`config.mk`:
```
export PLATFORM = sky130hd
export DESIGN_NAME = sdram_cmd_monitor
export DESIGN_NICKNAME = d
export VERILOG_FILES = /design/src/rtl/sdram_mon_pkg.sv /design/src/rtl/sdram_cmd_decode.sv /design/src/rtl/sdram_bank_tracker.sv /design/src/rtl/sdram_mode_tracker.sv /design/src/rtl/sdram_cmd_monitor.sv
export SDC_FILE = /design/constraint.sdc
export NUM_CORES = 1
export LEC_CHECK = 0
export BUFFER_PORTS_ARGS = -buffer_cell sky130_fd_sc_hd__buf_4
export CORE_MARGIN = 1.5
export CORE_UTILIZATION = 32
export DETAILED_ROUTE_END_ITERATION = 16
export HOLD_SLACK_MARGIN = 0.06
export PLACE_DENSITY_LB_ADDON = 0.08
export SLEW_MARGIN = 20
export SYNTH_ARGS = -nofsm -noshare
export SYNTH_HDL_FRONTEND = slang
export SYNTH_SLANG_ARGS = --single-unit
export TNS_END_PERCENT = 5
```
`constraint.sdc`:
```
create_clock -name clk -period 3.32 [get_ports clk]
set_input_delay 0.166 -clock clk [delete_from_list [all_inputs] [get_ports clk]]
set_output_delay 0.166 -clock clk [all_outputs]
set_load 0.01 [all_outputs]
```
`src/rtl/sdram_mon_pkg.sv`:
```
package sdram_mon_pkg;

    typedef enum logic [2:0] {
        CMD_NOP,
        CMD_ACT,
        CMD_READ,
        CMD_WRITE,
        CMD_PRE,
        CMD_REF,
        CMD_MRS,
        CMD_BST
    } cmd_e;

    typedef struct packed {
        cmd_e op;
        logic all_banks;
    } cmd_t;

    localparam int ERR_W          = 7;
    localparam int ERR_ACT_NOMODE = 0;
    localparam int ERR_ACT_OPEN   = 1;
    localparam int ERR_COL_IDLE   = 2;
    localparam int ERR_TRCD       = 3;
    localparam int ERR_MRS_OPEN   = 4;
    localparam int ERR_MRS_CKE    = 5;
    localparam int ERR_MRS_NEXT   = 6;

    function automatic cmd_e decode_pins(input logic ras_n, input logic cas_n,
                                         input logic we_n);
        cmd_e c;
        unique case ({ras_n, cas_n, we_n})
            3'b111:  c = CMD_NOP;
            3'b011:  c = CMD_ACT;
            3'b101:  c = CMD_READ;
            3'b100:  c = CMD_WRITE;
            3'b010:  c = CMD_PRE;
            3'b001:  c = CMD_REF;
            3'b000:  c = CMD_MRS;
            default: c = CMD_BST;
        endcase
        return c;
    endfunction

    function automatic logic is_column(input cmd_e c);
        return (c == CMD_READ) || (c == CMD_WRITE);
    endfunction

endpackage

```
`src/rtl/sdram_cmd_decode.sv`:
```
module sdram_cmd_decode
    import sdram_mon_pkg::*;
(
    input  logic ras_n,
    input  logic cas_n,
    input  logic we_n,
    input  logic addr_all,
    output cmd_t cmd
);

    cmd_e op;

    always_comb begin
        op            = decode_pins(ras_n, cas_n, we_n);
        cmd.op        = op;
        cmd.all_banks = (op == CMD_PRE) && addr_all;
    end

endmodule

```
`src/rtl/sdram_bank_tracker.sv`:
```
module sdram_bank_tracker
    import sdram_mon_pkg::*;
#(
    parameter int NUM_BANKS = 4,
    parameter int TRCD      = 3,
    localparam int BA_W     = $clog2(NUM_BANKS),
    localparam int CNT_W    = $clog2(TRCD + 1)
) (
    input  logic            clk,
    input  logic            rst,
    input  cmd_t            cmd,
    input  logic [BA_W-1:0] bank,
    output logic            any_open,
    output logic            v_act_open,
    output logic            v_col_idle,
    output logic            v_trcd
);

    logic [NUM_BANKS-1:0] open_vec;
    logic [NUM_BANKS-1:0] busy_vec;

    for (genvar i = 0; i < NUM_BANKS; i++) begin : g_bank
        logic             open_r;
        logic [CNT_W-1:0] cnt_r;
        logic             hit;

        assign hit = (bank == BA_W'(i));

        always_ff @(posedge clk) begin
            if (rst) begin
                open_r <= 1'b0;
                cnt_r  <= '0;
            end else if (cmd.op == CMD_ACT && hit) begin
                open_r <= 1'b1;
                cnt_r  <= CNT_W'(TRCD - 1);
            end else if (cmd.op == CMD_PRE && (cmd.all_banks || hit)) begin
                open_r <= 1'b0;
                cnt_r  <= '0;
            end else if (cnt_r != '0) begin
                cnt_r <= cnt_r - 1'b1;
            end
        end

        assign open_vec[i] = open_r;
        assign busy_vec[i] = (cnt_r != '0);
    end

    always_comb begin
        any_open   = |open_vec;
        v_act_open = (cmd.op == CMD_ACT) && open_vec[bank];
        v_col_idle = is_column(cmd.op) && !open_vec[bank];
        v_trcd     = is_column(cmd.op) && open_vec[bank] && busy_vec[bank];
    end

    p_act_opens_r3: assert property (@(posedge clk) disable iff (rst)
        (cmd.op == CMD_ACT) |=> open_vec[$past(bank)]);

    p_pre_all_closes_r9: assert property (@(posedge clk) disable iff (rst)
        (cmd.op == CMD_PRE && cmd.all_banks) |=> (open_vec == '0));

    p_busy_needs_open_r5: assert property (@(posedge clk) disable iff (rst)
        ((busy_vec & ~open_vec) == '0));

endmodule

```
`src/rtl/sdram_mode_tracker.sv`:
```
module sdram_mode_tracker
    import sdram_mon_pkg::*;
(
    input  logic clk,
    input  logic rst,
    input  logic cke,
    input  cmd_t cmd,
    input  logic any_open,
    output logic v_act_nomode,
    output logic v_mrs_open,
    output logic v_mrs_cke,
    output logic v_mrs_next
);

    logic cke_q;
    logic mrs_q;
    logic mode_q;

    always_ff @(posedge clk) begin
        if (rst) begin
            cke_q  <= 1'b0;
            mrs_q  <= 1'b0;
            mode_q <= 1'b0;
        end else begin
            cke_q <= cke;
            mrs_q <= (cmd.op == CMD_MRS);
            if (cmd.op == CMD_MRS) begin
                mode_q <= 1'b1;
            end
        end
    end

    always_comb begin
        v_act_nomode = (cmd.op == CMD_ACT) && !mode_q;
        v_mrs_open   = (cmd.op == CMD_MRS) && any_open;
        v_mrs_cke    = (cmd.op == CMD_MRS) && !cke_q;
        v_mrs_next   = mrs_q && (cmd.op != CMD_NOP);
    end

    p_mode_kept_r10: assert property (@(posedge clk) disable iff (rst)
        mode_q |=> mode_q);

    p_mrs_programs_r10: assert property (@(posedge clk) disable iff (rst)
        (cmd.op == CMD_MRS) |=> mode_q);

    p_next_after_mrs_r8: assert property (@(posedge clk) disable iff (rst)
        (cmd.op == CMD_MRS) ##1 (cmd.op != CMD_NOP) |-> v_mrs_next);

endmodule

```
`src/rtl/sdram_cmd_monitor.sv`:
```
module sdram_cmd_monitor
    import sdram_mon_pkg::*;
#(
    parameter int NUM_BANKS = 4,
    parameter int TRCD      = 3,
    localparam int BA_W     = $clog2(NUM_BANKS)
) (
    input  logic             clk,
    input  logic             rst,
    input  logic             cke,
    input  logic             ras_n,
    input  logic             cas_n,
    input  logic             we_n,
    input  logic [BA_W-1:0]  ba,
    input  logic             addr_all,
    output logic [ERR_W-1:0] err
);

    cmd_t             cmd;
    logic             any_open;
    logic             v_act_open;
    logic             v_col_idle;
    logic             v_trcd;
    logic             v_act_nomode;
    logic             v_mrs_open;
    logic             v_mrs_cke;
    logic             v_mrs_next;
    logic [ERR_W-1:0] viol;
    logic [ERR_W-1:0] err_q;

    sdram_cmd_decode u_decode (
        .ras_n    (ras_n),
        .cas_n    (cas_n),
        .we_n     (we_n),
        .addr_all (addr_all),
        .cmd      (cmd)
    );

    sdram_bank_tracker #(
        .NUM_BANKS (NUM_BANKS),
        .TRCD      (TRCD)
    ) u_banks (
        .clk        (clk),
        .rst        (rst),
        .cmd        (cmd),
        .bank       (ba),
        .any_open   (any_open),
        .v_act_open (v_act_open),
        .v_col_idle (v_col_idle),
        .v_trcd     (v_trcd)
    );

    sdram_mode_tracker u_mode (
        .clk          (clk),
        .rst          (rst),
        .cke          (cke),
        .cmd          (cmd),
        .any_open     (any_open),
        .v_act_nomode (v_act_nomode),
        .v_mrs_open   (v_mrs_open),
        .v_mrs_cke    (v_mrs_cke),
        .v_mrs_next   (v_mrs_next)
    );

    always_comb begin
        viol                 = '0;
        viol[ERR_ACT_NOMODE] = v_act_nomode;
        viol[ERR_ACT_OPEN]   = v_act_open;
        viol[ERR_COL_IDLE]   = v_col_idle;
        viol[ERR_TRCD]       = v_trcd;
        viol[ERR_MRS_OPEN]   = v_mrs_open;
        viol[ERR_MRS_CKE]    = v_mrs_cke;
        viol[ERR_MRS_NEXT]   = v_mrs_next;
    end

    always_ff @(posedge clk) begin
        if (rst) begin
            err_q <= '0;
        end else begin
            err_q <= err_q | viol;
        end
    end

    assign err = err_q;

    p_sticky_r11: assert property (@(posedge clk) disable iff (rst)
        1'b1 |=> ((err_q & $past(err_q)) == $past(err_q)));

endmodule

```
# Word level (Yosys, flattened, before mapping)
# Index checks and enable logic that the tools add are counted.
# op_classes
bitwise	1
n_mux	25
reduce_logical	45
n_lt_le_gt_ge	1
addsub	4
eq_ne	14
# op_table
op	count
$mux W2	12
$pmux W3 S7	1
$logic_and A1 B1 Y1	17
$reduce_bool A2 Y1	8
$eq A3 B3 Y1 const B	5
$reduce_bool A3 Y1	5
$eq A3 B2 Y1 const B	4
$reduce_or A3 Y1	4
$mux W1	10
$sub A2 B1 Y2 const B	4
$or A7 B7 Y7	1
$eq A3 B1 Y1 const B	2
$logic_or A1 B1 Y1	5
$bmux W1 S2	2
$eq A2 B2 Y1 const B	2
$reduce_or A4 Y1	1
$logic_not A1 Y1	3
$logic_not A3 Y1	1
$lt A2 B3 Y1 const B	1
$eq A2 B1 Y1 const B	1
$logic_not A2 Y1	1
# totals
word_cells	106
in_bits	9
regBits	22
output_inout_bits	7

# Longest topological paths before layout
# depth
ltp_word	8
depth_mapped	5
mapped_depth_nobuf	4

# Hierarchy
# From an unflattened synthesis, not the netlist that was laid out.
# unflattened
cells_unflattened	104
area_unflattened_um2	1027.2
# by_module_without_submodules
module	cells_each	seq_area_each_um2	area_per_inst_um2	n_inst
sdram_bank_tracker	71	240.2	633.1	1
sdram_cmd_monitor	14	140.1	210.2	1
sdram_mode_tracker	13	60.1	137.6	1
sdram_cmd_decode	6	0.0	46.3	1

# Worst setup path before layout
# Ideal clock, no wire load.
# synth_path
path_type	flip-flop to flip-flop
startpoint	register u_banks.g_bank[3].open_r
endpoint	register err_q[2] (netlist: err[2])
period_less_slack_ns	1.117
setup_time_ns	0.065
path_stages_with_launch	5
path_slack_ns	2.203
required_time_ns	3.255
n_path_buf	0
arrival_ns	1.052
path_cell_list	dfxtp_1 -> mux4_2 -> nor3b_2 -> nor2_1 -> nor2_1
# synth_between
elab_chain_len	5
# synth_lines
item	line	text
from (decl)	sdram_bank_tracker.sv:23	logic open_r;
from (signal assigned)	sdram_bank_tracker.sv:31	open_r <= 1'b0;
from (signal assigned)	sdram_bank_tracker.sv:34	open_r <= 1'b1;
from (signal assigned)	sdram_bank_tracker.sv:37	open_r <= 1'b0;
$bmux W1 S2	sdram_bank_tracker.sv:51	v_col_idle = is_column(cmd.op) && !open_vec[bank];
$mux W1 (not written as such)	sdram_bank_tracker.sv:51	
$logic_not A1 Y1	sdram_bank_tracker.sv:51	
$logic_and A1 B1 Y1	sdram_bank_tracker.sv:51	
$or A7 B7 Y7	sdram_cmd_monitor.sv:80	err_q <= err_q | viol;
to (signal assigned)	sdram_cmd_monitor.sv:80	
to (decl)	sdram_cmd_monitor.sv:29	logic [ERR_W-1:0] err_q;
# No other way between the ends. The select of a mux whose other input is x is not followed.
# A chain may end at the register's enable or synchronous reset.

# Worst setup path after layout
# Same ends and word-level chain as after synthesis.

==> key figures <==
Placement
  • Port bufs: 15
  • Final HPWL DP: 1.26 mm
  • Gpl congestion: around 0.75

Clock tree
  • CTS tree: done
  • Clock Latency Late Sink: ~0.31 ns
  • CTS Buf Count: 3
  • CTS clk-pin slew, worst paths: 0.12 ns
  • Clk buf depth: 2
  • Post-cts gate resize count: 0
  • Clock Sinks: 22
  • CTS H-Tree Depth: 1
  • Clock Root Buffer: clkbuf_4

Yosys
  • Yosys top cell area share: 0.515
  • Share of the yosys chip area belonging to registers: 0.515
  • Synth Cell Area: approximately 850 um2
  • Simple-Gate Fraction of Synth Area: 0.291
  • Mean Syn Cell Area: 8.90 um2
  • Ys Warns: 0
  • Fraction of the mapped netlist area in adder cells: 0
  • Syn Inst Count: 96
  • Mux contribution to synthesized area: 0.0264
  • Post-synthesis cell type count: 26
  • Synth Area in Compound Gates: 0.123
  • Synth Area in XOR/XNOR: 0
  • FF+latch count, synth: 22
  • Synth top area cells: dfxtp_1 (52%), a21oi_1 (5.3%), nor2_1 (5.3%)
  • Largest family of logic cells by synthesized area: simple AND/OR/NAND/NOR gates
  • Area leader, netlist: dfxtp_1
  • Mapped Nets: approximately 110

Pwr
  • Clk pwr share: 0.318
  • Pwr Density: around 450 nW/um2
  • Combinational power share: 0.093
  • Internal: 358 uW
  • Psw: around 110 uW
  • Part of the power in registers: 0.589
  • Net Sw Frac: 0.229
  • VDD IR max: about 0.24 mV
  • Lkg Pwr: 0.000390 uW

Layout
  • Area grow syn2layout: 20.8%
  • Net count reported at finish: approximately 120
  • Filler cell count: 272
  • Diodes inserted: 0
  • Layout cells sized above 1: 0.195

Worst setup path
  • Startpoint types: flop
  • Critical Path RT: between 3 and 4 ns
  • CP arrival: around 1.5 ns
  • Critical path capture point type: flop
  • CP Class: flop to flop
  • Worst reg-to-reg setup slack: roughly 2.1 ns
  • Max Fanout on Critical Path: 3

Global route
  • Largest net degree at the start of global routing: 24
  • Total Routing Usage GR: 0.135
  • GRT busiest layer: met2
  • GR Layer Usage met2: 0.198
  • Vias in the first global route: roughly 640
  • Met3 Usage GRT: 0.0328
  • First-pass GRT wire length: between 2 and 3 mm
  • Initial antenna violation count: 0
  • Total gr overflow: 0
  • Grt met1 use: 0.180

Detailed routing
  • DR pass1 iterations: 4
  • Remaining antenna violation count: 0
  • Vias/cell: roughly 5.0
  • Avg WL per Cell: 11.7 um
  • Via Count: just over 700
  • DRC viols: 0
  • Routed Wire Length: 1.67 mm
  • Initial DRC count: 13

Timing
  • Worst-margin pin slew: between 0.3 and 0.4 ns
  • Final Max Tran Viols: 0
  • # setup viols final: 0
  • Min Tclk post-route: 1.19 ns
  • Setup TNS: 0 ns
  • WHS: roughly 0.17 ns
  • Final hold vios: 0
  • Final period util: 0.359
  • F_max: ~0.84 GHz
  • Worst Clk Skew: approximately 0.0036 ns
  • RSZ-0062 raised after global routing: no
  • Worst slew margin: 0.779

Outcome
  • Status: finished clean

Die
  • Die height: about 55 um
  • Starting Density: 0.342
  • Ports: 16
  • Core area: 2500 um2
  • Chip Width: roughly 55 um
  • Row cnt: 18
  • Die Footprint: about 3000 um2

Run
  • Max-Cap Viols: 0

Min path
  • HP Class: primary input to flop
-- power groups by stage --
stage	registers (uW)	clock network (uW)	logic, uW
finish	273	148	43.1
detailed placement	279	0	42.6
global placement	279	0	42.2
floorplan	280	0	22.6
global route	274	166	48.9
CTS	274	156	43.6
-- cell usage after synthesis (all sizes together) --
cell and instances:
a21oi 9, a31oi 2, and2 1, and2b 1
buf 1, clkbuf 2, dfxtp 22, inv 5
mux4 1, nand2 9, nand2b 1, nand3 3
nand3b 1, nand4 1, nor2 12, nor2b 3
nor3 1, nor3b 3, nor4 4, nor4b 3
o21ai 7, o22ai 2, or3 1, or4 1
-- area by class of cell --
type | instances | area [um2] | share of cell area
inverters | 5 | 18.8 | 0.0182
clock buffers | 4 | 36.3 | 0.0352
repair buffers | 16 | 123 | 0.119
flip-flops and latches | 22 | 440 | 0.427
well taps | 30 | 37.5 | 0.0364
multi-input cells | 66 | 377 | 0.365
-- worst paths after layout --
kind | end | startpoint | depth (start not counted)
worst max-delay path | err[2] | u_banks.g_bank[3].open_r | 4
worst min-delay path | err[2] | cas_n | 4
worst max register to register | err[2] | u_banks.g_bank[3].open_r | 4
worst min register to register | err[5] | u_mode.cke_q | 1
-- critical path: stages, from the launching register on --
cell     delay [ns]
dfxtp_1        0.35
mux4_2         0.51
nor3b_2        0.17
nor2_1         0.05
nor2_1         0.07
-- state kept, by name (all words and copies together) (netlist names) --
register,flops
u_banks.g_bank.cnt_r,8
err,7
u_banks.g_bank.open_r,4
u_mode.cke_q,1
u_mode.mode_q,1
u_mode.mrs_q,1
-- metrics by stage --
step / power [uW] / area [um2] / instances / worst slack [ns] / util
finish: 464 / 1030 / 143 / 2.13 / 0.413
global route: 489 / 1030 / 143 / 2.05 / 0.413
CTS: 473 / 1030 / 143 / 2.12 / 0.413
detailed placement: 322 / 986 / 138 / 2.13 / 0.394
global placement: 321 / 986 / 138 / 2.14 / 0.394
floorplan: 303 / 855 / 96 / 2.20 / -
-- placed cells by master (no fill, tap or decap), types with 2 or more instances in the layout --
master    count
buf_4        15
nand2_1       9
nor3b_2       2
dfxtp_1      22
nor4b_1       3
nor2b_1       3
inv_1         5
a21oi_1       9
nor4_1        4
o21ai_0       5
o21ai_1       2
nand3_1       3
nor2_1       12
a31oi_1       2
o22ai_1       2
clkbuf_4      3
-- kinds of logic after synthesis --
family / count (synthesis)
AO/OA/AOI/OAI: 20
buffers and inverters: 8
flip-flops: 22
multiplexers: 1
AND/OR/NAND/NOR: 45
-- metal layers --
layer / vias to the layer above / part of all wire
met5: - / 0
met4: 0 / 0.019
met3: 5 / 0.049
met2: 16 / 0.43
met1: 326 / 0.50
li1: 375 / -
-- timing repair --
| action | in CTS | in global routing |
|---|---|---|
| setup buffers | 0 | 0 |
| endpoints found under the hold margin | 1 | 0 |
| hold buffers | 1 | 0 |
(Power assumes the default switching activity.)
